$ cat src/rtl/pcd_pkg.sv
package pcd_pkg;
  typedef enum logic [1:0] {
    GE_HOLD  = 2'd0,
    GE_CLEAR = 2'd1,
    GE_SET   = 2'd2,
    GE_LOAD  = 2'd3
  } gie_op_e;

  function automatic gie_op_e gie_pick(input logic take, input logic ret, input logic we);
    if (take)      return GE_CLEAR;
    else if (ret)  return GE_SET;
    else if (we)   return GE_LOAD;
    else           return GE_HOLD;
  endfunction
endpackage

$ cat src/rtl/pcd_rst_sync.sv
module pcd_rst_sync (
  input  logic clk,
  input  logic rst_n,
  output logic rst_n_sync
);
  logic [1:0] chain_q;

  always_ff @(posedge clk or negedge rst_n) begin
    if (!rst_n) chain_q <= 2'b00;
    else        chain_q <= {chain_q[0], 1'b1};
  end

  assign rst_n_sync = chain_q[1];
endmodule

$ cat src/rtl/pcd_sync.sv
module pcd_sync #(
  parameter int W      = 8,
  parameter int STAGES = 2
) (
  input  logic         clk,
  input  logic         rst_n,
  input  logic [W-1:0] din,
  output logic [W-1:0] dout
);
  logic [STAGES-1:0][W-1:0] stg_q;
  logic [STAGES-1:0][W-1:0] stg_d;

  always_comb begin
    stg_d[0] = din;
    for (int i = 1; i < STAGES; i++) stg_d[i] = stg_q[i-1];
  end

  always_ff @(posedge clk or negedge rst_n) begin
    if (!rst_n) stg_q <= '0;
    else        stg_q <= stg_d;
  end

  assign dout = stg_q[STAGES-1];
endmodule

$ cat src/rtl/pcd_detect.sv
module pcd_detect #(
  parameter int WW = 4
) (
  input  logic          clk,
  input  logic          rst_n,
  input  logic [WW-1:0] watch_i,
  input  logic          rd_en_i,
  input  logic          clr_i,
  output logic [WW-1:0] ref_o,
  output logic          mismatch_o,
  output logic          flag_o
);
  logic [WW-1:0] ref_q;
  logic          flag_q, flag_d;
  logic          mismatch;

  assign mismatch = (watch_i != ref_q);

  always_comb begin
    flag_d = flag_q;
    if (clr_i)    flag_d = 1'b0;
    if (mismatch) flag_d = 1'b1;
  end

  always_ff @(posedge clk or negedge rst_n) begin
    if (!rst_n)       ref_q <= '0;
    else if (rd_en_i) ref_q <= watch_i;
  end

  always_ff @(posedge clk or negedge rst_n) begin
    if (!rst_n) flag_q <= 1'b0;
    else        flag_q <= flag_d;
  end

  assign ref_o      = ref_q;
  assign mismatch_o = mismatch;
  assign flag_o     = flag_q;
endmodule

$ cat src/rtl/pcd_enable.sv
module pcd_enable
  import pcd_pkg::*;
(
  input  logic clk,
  input  logic rst_n,
  input  logic lie_we_i,
  input  logic lie_wd_i,
  input  logic gie_we_i,
  input  logic gie_wd_i,
  input  logic take_i,
  input  logic ret_i,
  output logic lie_o,
  output logic gie_o
);
  logic    lie_q;
  logic    gie_q, gie_d;
  gie_op_e op;

  assign op = gie_pick(take_i, ret_i, gie_we_i);

  always_comb begin
    unique case (op)
      GE_CLEAR: gie_d = 1'b0;
      GE_SET:   gie_d = 1'b1;
      GE_LOAD:  gie_d = gie_wd_i;
      default:  gie_d = gie_q;
    endcase
  end

  always_ff @(posedge clk or negedge rst_n) begin
    if (!rst_n)        lie_q <= 1'b0;
    else if (lie_we_i) lie_q <= lie_wd_i;
  end

  always_ff @(posedge clk or negedge rst_n) begin
    if (!rst_n) gie_q <= 1'b0;
    else        gie_q <= gie_d;
  end

  assign lie_o = lie_q;
  assign gie_o = gie_q;
endmodule

$ cat src/rtl/port_change_irq.sv
module port_change_irq #(
  parameter int PORT_W      = 8,
  parameter int WATCH_LO    = 4,
  parameter int SYNC_STAGES = 2
) (
  input  logic              clk,
  input  logic              rst_n,
  input  logic [PORT_W-1:0] pins_i,
  input  logic              rd_en_i,
  output logic [PORT_W-1:0] rd_data_o,
  input  logic              flag_clr_i,
  input  logic              lie_we_i,
  input  logic              lie_wd_i,
  input  logic              gie_we_i,
  input  logic              gie_wd_i,
  input  logic              irq_take_i,
  input  logic              irq_ret_i,
  input  logic              sleep_i,
  output logic              flag_o,
  output logic              lie_o,
  output logic              gie_o,
  output logic              irq_o,
  output logic              wake_o
);
  localparam int WATCH_W = PORT_W - WATCH_LO;

  logic                rst_n_int;
  logic [PORT_W-1:0]   sync_q;
  logic [WATCH_W-1:0]  watch_w;
  logic [WATCH_W-1:0]  ref_w;
  logic                mismatch_w;
  logic                flag_w, lie_w, gie_w;

  pcd_rst_sync u_rst (
    .clk        (clk),
    .rst_n      (rst_n),
    .rst_n_sync (rst_n_int)
  );

  pcd_sync #(.W(PORT_W), .STAGES(SYNC_STAGES)) u_sync (
    .clk   (clk),
    .rst_n (rst_n_int),
    .din   (pins_i),
    .dout  (sync_q)
  );

  assign watch_w = sync_q[PORT_W-1:WATCH_LO];

  pcd_detect #(.WW(WATCH_W)) u_det (
    .clk        (clk),
    .rst_n      (rst_n_int),
    .watch_i    (watch_w),
    .rd_en_i    (rd_en_i),
    .clr_i      (flag_clr_i),
    .ref_o      (ref_w),
    .mismatch_o (mismatch_w),
    .flag_o     (flag_w)
  );

  pcd_enable u_en (
    .clk      (clk),
    .rst_n    (rst_n_int),
    .lie_we_i (lie_we_i),
    .lie_wd_i (lie_wd_i),
    .gie_we_i (gie_we_i),
    .gie_wd_i (gie_wd_i),
    .take_i   (irq_take_i),
    .ret_i    (irq_ret_i),
    .lie_o    (lie_w),
    .gie_o    (gie_w)
  );

  assign rd_data_o = sync_q;
  assign flag_o    = flag_w;
  assign lie_o     = lie_w;
  assign gie_o     = gie_w;
  assign irq_o     = flag_w & lie_w & gie_w;
  assign wake_o    = sleep_i & flag_w & lie_w;
endmodule

$ cat config.mk
export PLATFORM = sky130hd
export DESIGN_NAME = port_change_irq
export DESIGN_NICKNAME = d
export VERILOG_FILES = /design/src/rtl/pcd_pkg.sv /design/src/rtl/pcd_rst_sync.sv /design/src/rtl/pcd_sync.sv /design/src/rtl/pcd_detect.sv /design/src/rtl/pcd_enable.sv /design/src/rtl/port_change_irq.sv
export SDC_FILE = /design/constraint.sdc
export NUM_CORES = 1
export LEC_CHECK = 0
export ABC_AREA = 1
export BUFFER_PORTS_ARGS = -buffer_cell sky130_fd_sc_hd__buf_4
export CELL_PAD_IN_SITES_DETAIL_PLACEMENT = 1
export CELL_PAD_IN_SITES_GLOBAL_PLACEMENT = 1
export CORE_UTILIZATION = 31
export CTS_BUF_LIST = sky130_fd_sc_hd__clkbuf_16
export DETAILED_ROUTE_END_ITERATION = 10
export GPL_TIMING_DRIVEN = 0
export MAX_ROUTING_LAYER = met4
export PLACE_DENSITY_LB_ADDON = 0.1
export SYNTH_ARGS = -nofsm -noshare
export SYNTH_HDL_FRONTEND = slang
export SYNTH_SLANG_ARGS = --single-unit
$ cat constraint.sdc
create_clock -name clk -period 0.9 [get_ports clk]
set_clock_uncertainty 0.15 [all_clocks]
set_input_delay 0 -clock clk [delete_from_list [all_inputs] [get_ports clk]]
set_output_delay 0 -clock clk [all_outputs]
set_load 0.02 [all_outputs]
==> flow_summary.yaml <==
power:
  clkPwrFrac_pct: 38.0
  peakVddDrop_mv: 1.89
  powerDensity_mw_per_mm2: 1820
  switchingPower_mw: 0.551
  pwr-share-seq_pct: 49.1
  pwr-share-comb_pct: 13.0
  p_sw_share_pct: 21.7
  leakagePower_nw: 0.693
  power.internal_mw: 1.99
timing:
  fin_setup_tns_ps: -1260
  hold_viol: 5
  layout_min_cycle_time_ps: 1100
  timing.hold.ws_ps: -170
  min_period_over_period_pct: 122
  setup_slack_ps: -196
  rsz0062_at_grt: "yes"
  maxSlewViolCount: 0
  finalSetupViolCount: 16
  fmaxAchievable_ghz: 0.912
floorplanning:
  floorplan.die.height_um: 52.8
  core_area_sq_mm: 0.00245
  rows: 18
  die-area_sq_mm: 0.00279
  start_util_pct: 32.6
  die_w_um: 52.8
  ios: 32
setup_path:
  r2r-end: "u_det.flag_o"
  reg2reg_depth: 5
  r2r-start: "u_det.flag_o"
  crit_start: "u_en.gie_o"
  critPathBufInv: 1
  path_cells: "and3_4 -> buf_6"
  reg2reg_slack_ps: -110
  critPathArrivalTime_ps: 950
  crit_path_end_kind: "output pin"
  max_stage_delay_ps: 380
  required_ps: 750
  worst-setup-path-type: "flip-flop to output pin"
  critPathTopFamily: "flip-flops"
  path_max_fanout: 2
  cp-start-kind: "flip-flop"
  crit_slowest_cell: "dfrtp_1"
synthesis:
  post-synth-top-area-fraction_pct: 78.2
  syn_area_per_cell_sq_um: 12.5
  ys_warn_count: 0
  synth_seq_cells: 25
  ys_seq_area_share_pct: 78.2
  synth_area_leaders: "dfrtp_1 78%, nand2_1 7.5%, inv_1 4.2%"
  netlist_instances: 64
  yosysTopAreaCell: "dfrtp_1"
  ys_types: 11
  syn_nets: 83
  syn_area_sq_um: 800
routing:
  viasPerCell: 4.16
  dr.pass1.iters: 3
  vias: 612
  drc: 0
  avgRoutedWirePerCell_um: 10.7
  ant_nets: 0
  wl_um: 1580
  drtIter0Drc: 4
place:
  io_buffers: 31
  pre_cts_ws_ps: -281
  place_hpwl_um: 991
  gp_congestion: 0.677
grt:
  grt_pass1_vias: 605
  overflow: 0
  grt_first_pass_wirelength_um: 2700
  track_usage_pct: 14.8
  antenna_found_initial: 0
  grt_max_degree: 24
final_layout:
  drive_gt1_share_pct: 41.0
  fin_nets: 137
  utilization_pct: 57.0
  antennaDiodeCount: 0
  nFillCells: 255
  syn2layout_area_growth_pct: 75.0
hold_path:
  whs_endpoint: "u_det.ref_o[0]"
  whs_path_depth: 2
  hold_start: "rd_en_i"
  min_path_type: "input pin to flip-flop"
job:
  cap_violations: 0
clocking:
  clockBufferDepth: 2
  insertion_delay_ps: 260
  root_buffer: "clkbuf_16"
  cts.clk_slew.worst_paths_ps: 60
  cts_tree: "built"
  cts_max_level: 1
  cts_buffers: 3
  clkSinkCount: 25
status:
  status: "finished with violations"
  failed_checks: "hold timing, setup timing"
[metal layers]
layer	global-route usage, %	vias to the layer above	wire length [um]
li1	-	296	-
met1	17.7	295	644
met2	22.2	17	803
met3	5.51	4	104
met4	6.58	0	24
met5	-	-	0
[cells by family (layout without fill, tap and decap cells)]
family | count (synthesis) | in the layout | share of synthesized area, %
buffers and inverters | 9 | 62 | 4.23
DFF | 25 | 25 | 78.2
muxes | 1 | 1 | 1.88
AOI/OAI and AO/OA | 6 | 6 | 3.76
other | 1 | 1 | 0.469
and+or+nand+nor | 21 | 21 | 10.3
xor gates and xnor gates | 1 | 1 | 1.10
[layout by cell type, fill, tap and decap left out, drive strengths merged]
master | synthesis | final
a21oi | 2 | 2
xor2 | 1 | 1
dlygate4sd3 | 0 | 16
clkbuf | 0 | 3
dfrtp | 25 | 25
buf | 0 | 33
and3 | 1 | 1
inv | 9 | 9
nand2 | 16 | 16
conb | 1 | 1
nor2 | 3 | 3
o21ai | 4 | 4
clkinv | 0 | 1
nand3 | 1 | 1
mux2 | 1 | 1
[worst max path at each step]
stage	cells after the start	end
2_1_floorplan	4	u_det.flag_o
6_report	2	irq_o
5_1_grt	3	wake_o
4_1_cts	2	irq_o
3_5_place_dp	0	u_sync.dout[4]
3_3_place_gp	0	u_sync.dout[4]
[sequential cells by signal (all words and copies together) (netlist names)]
register,flops
u_det.ref_o,4
u_det.flag_o,1
u_sync.stg_d,8
u_rst.chain_q,2
u_sync.dout,8
u_en.lie_o,1
u_en.gie_o,1
[repair_timing]
item | CTS | global route
setup endpoints to repair | 38 | 20
resized for setup | 16 | 3
pin swaps | 2 | 1
setup buffers | 2 | 0
hold endpoints to repair | 17 | 7
hold buffers | 17 | 1
[cells in the mapped netlist, drive strengths merged]
cell	count
nand3	1
and3	1
nor2	3
conb	1
inv	9
nand2	16
a21oi	2
o21ai	4
mux2	1
dfrtp	25
xor2	1
[cell type report]
cell class,count,area [sq um],area share (%)
Sequential cell,25,632,45.2
Timing Repair Buffer,49,457,32.6
Multi-Input combinational cell,30,159,11.4
Clock buffer,3,75.1,5.37
Tap cell,30,37.5,2.68
Inverter,9,33.8,2.42
Clock inverter,1,5.00,0.358
[stage by stage]
stage / instances / power (mW) / instance area [sq um]
floorplan: 64 / 1.36 / 808
finish: 147 / 2.54 / 1400
CTS: 148 / 2.57 / 1400
detailed placement: 125 / 1.50 / 1080
global route: 147 / 2.66 / 1400
global placement: 125 / 1.49 / 1080
[power groups by stage]
| stage | registers (mW) | clock network [mW] | logic (mW) |
|---|---|---|---|
| final | 1.25 | 0.964 | 0.330 |
| after CTS | 1.25 | 0.991 | 0.329 |
| after global routing | 1.26 | 1.04 | 0.359 |
| after detailed placement | 1.27 | 0 | 0.235 |
| after global placement | 1.26 | 0 | 0.231 |
| after floorplan | 1.29 | 0 | 0.0702 |
No activity file was read; power rests on OpenSTA's default activity.
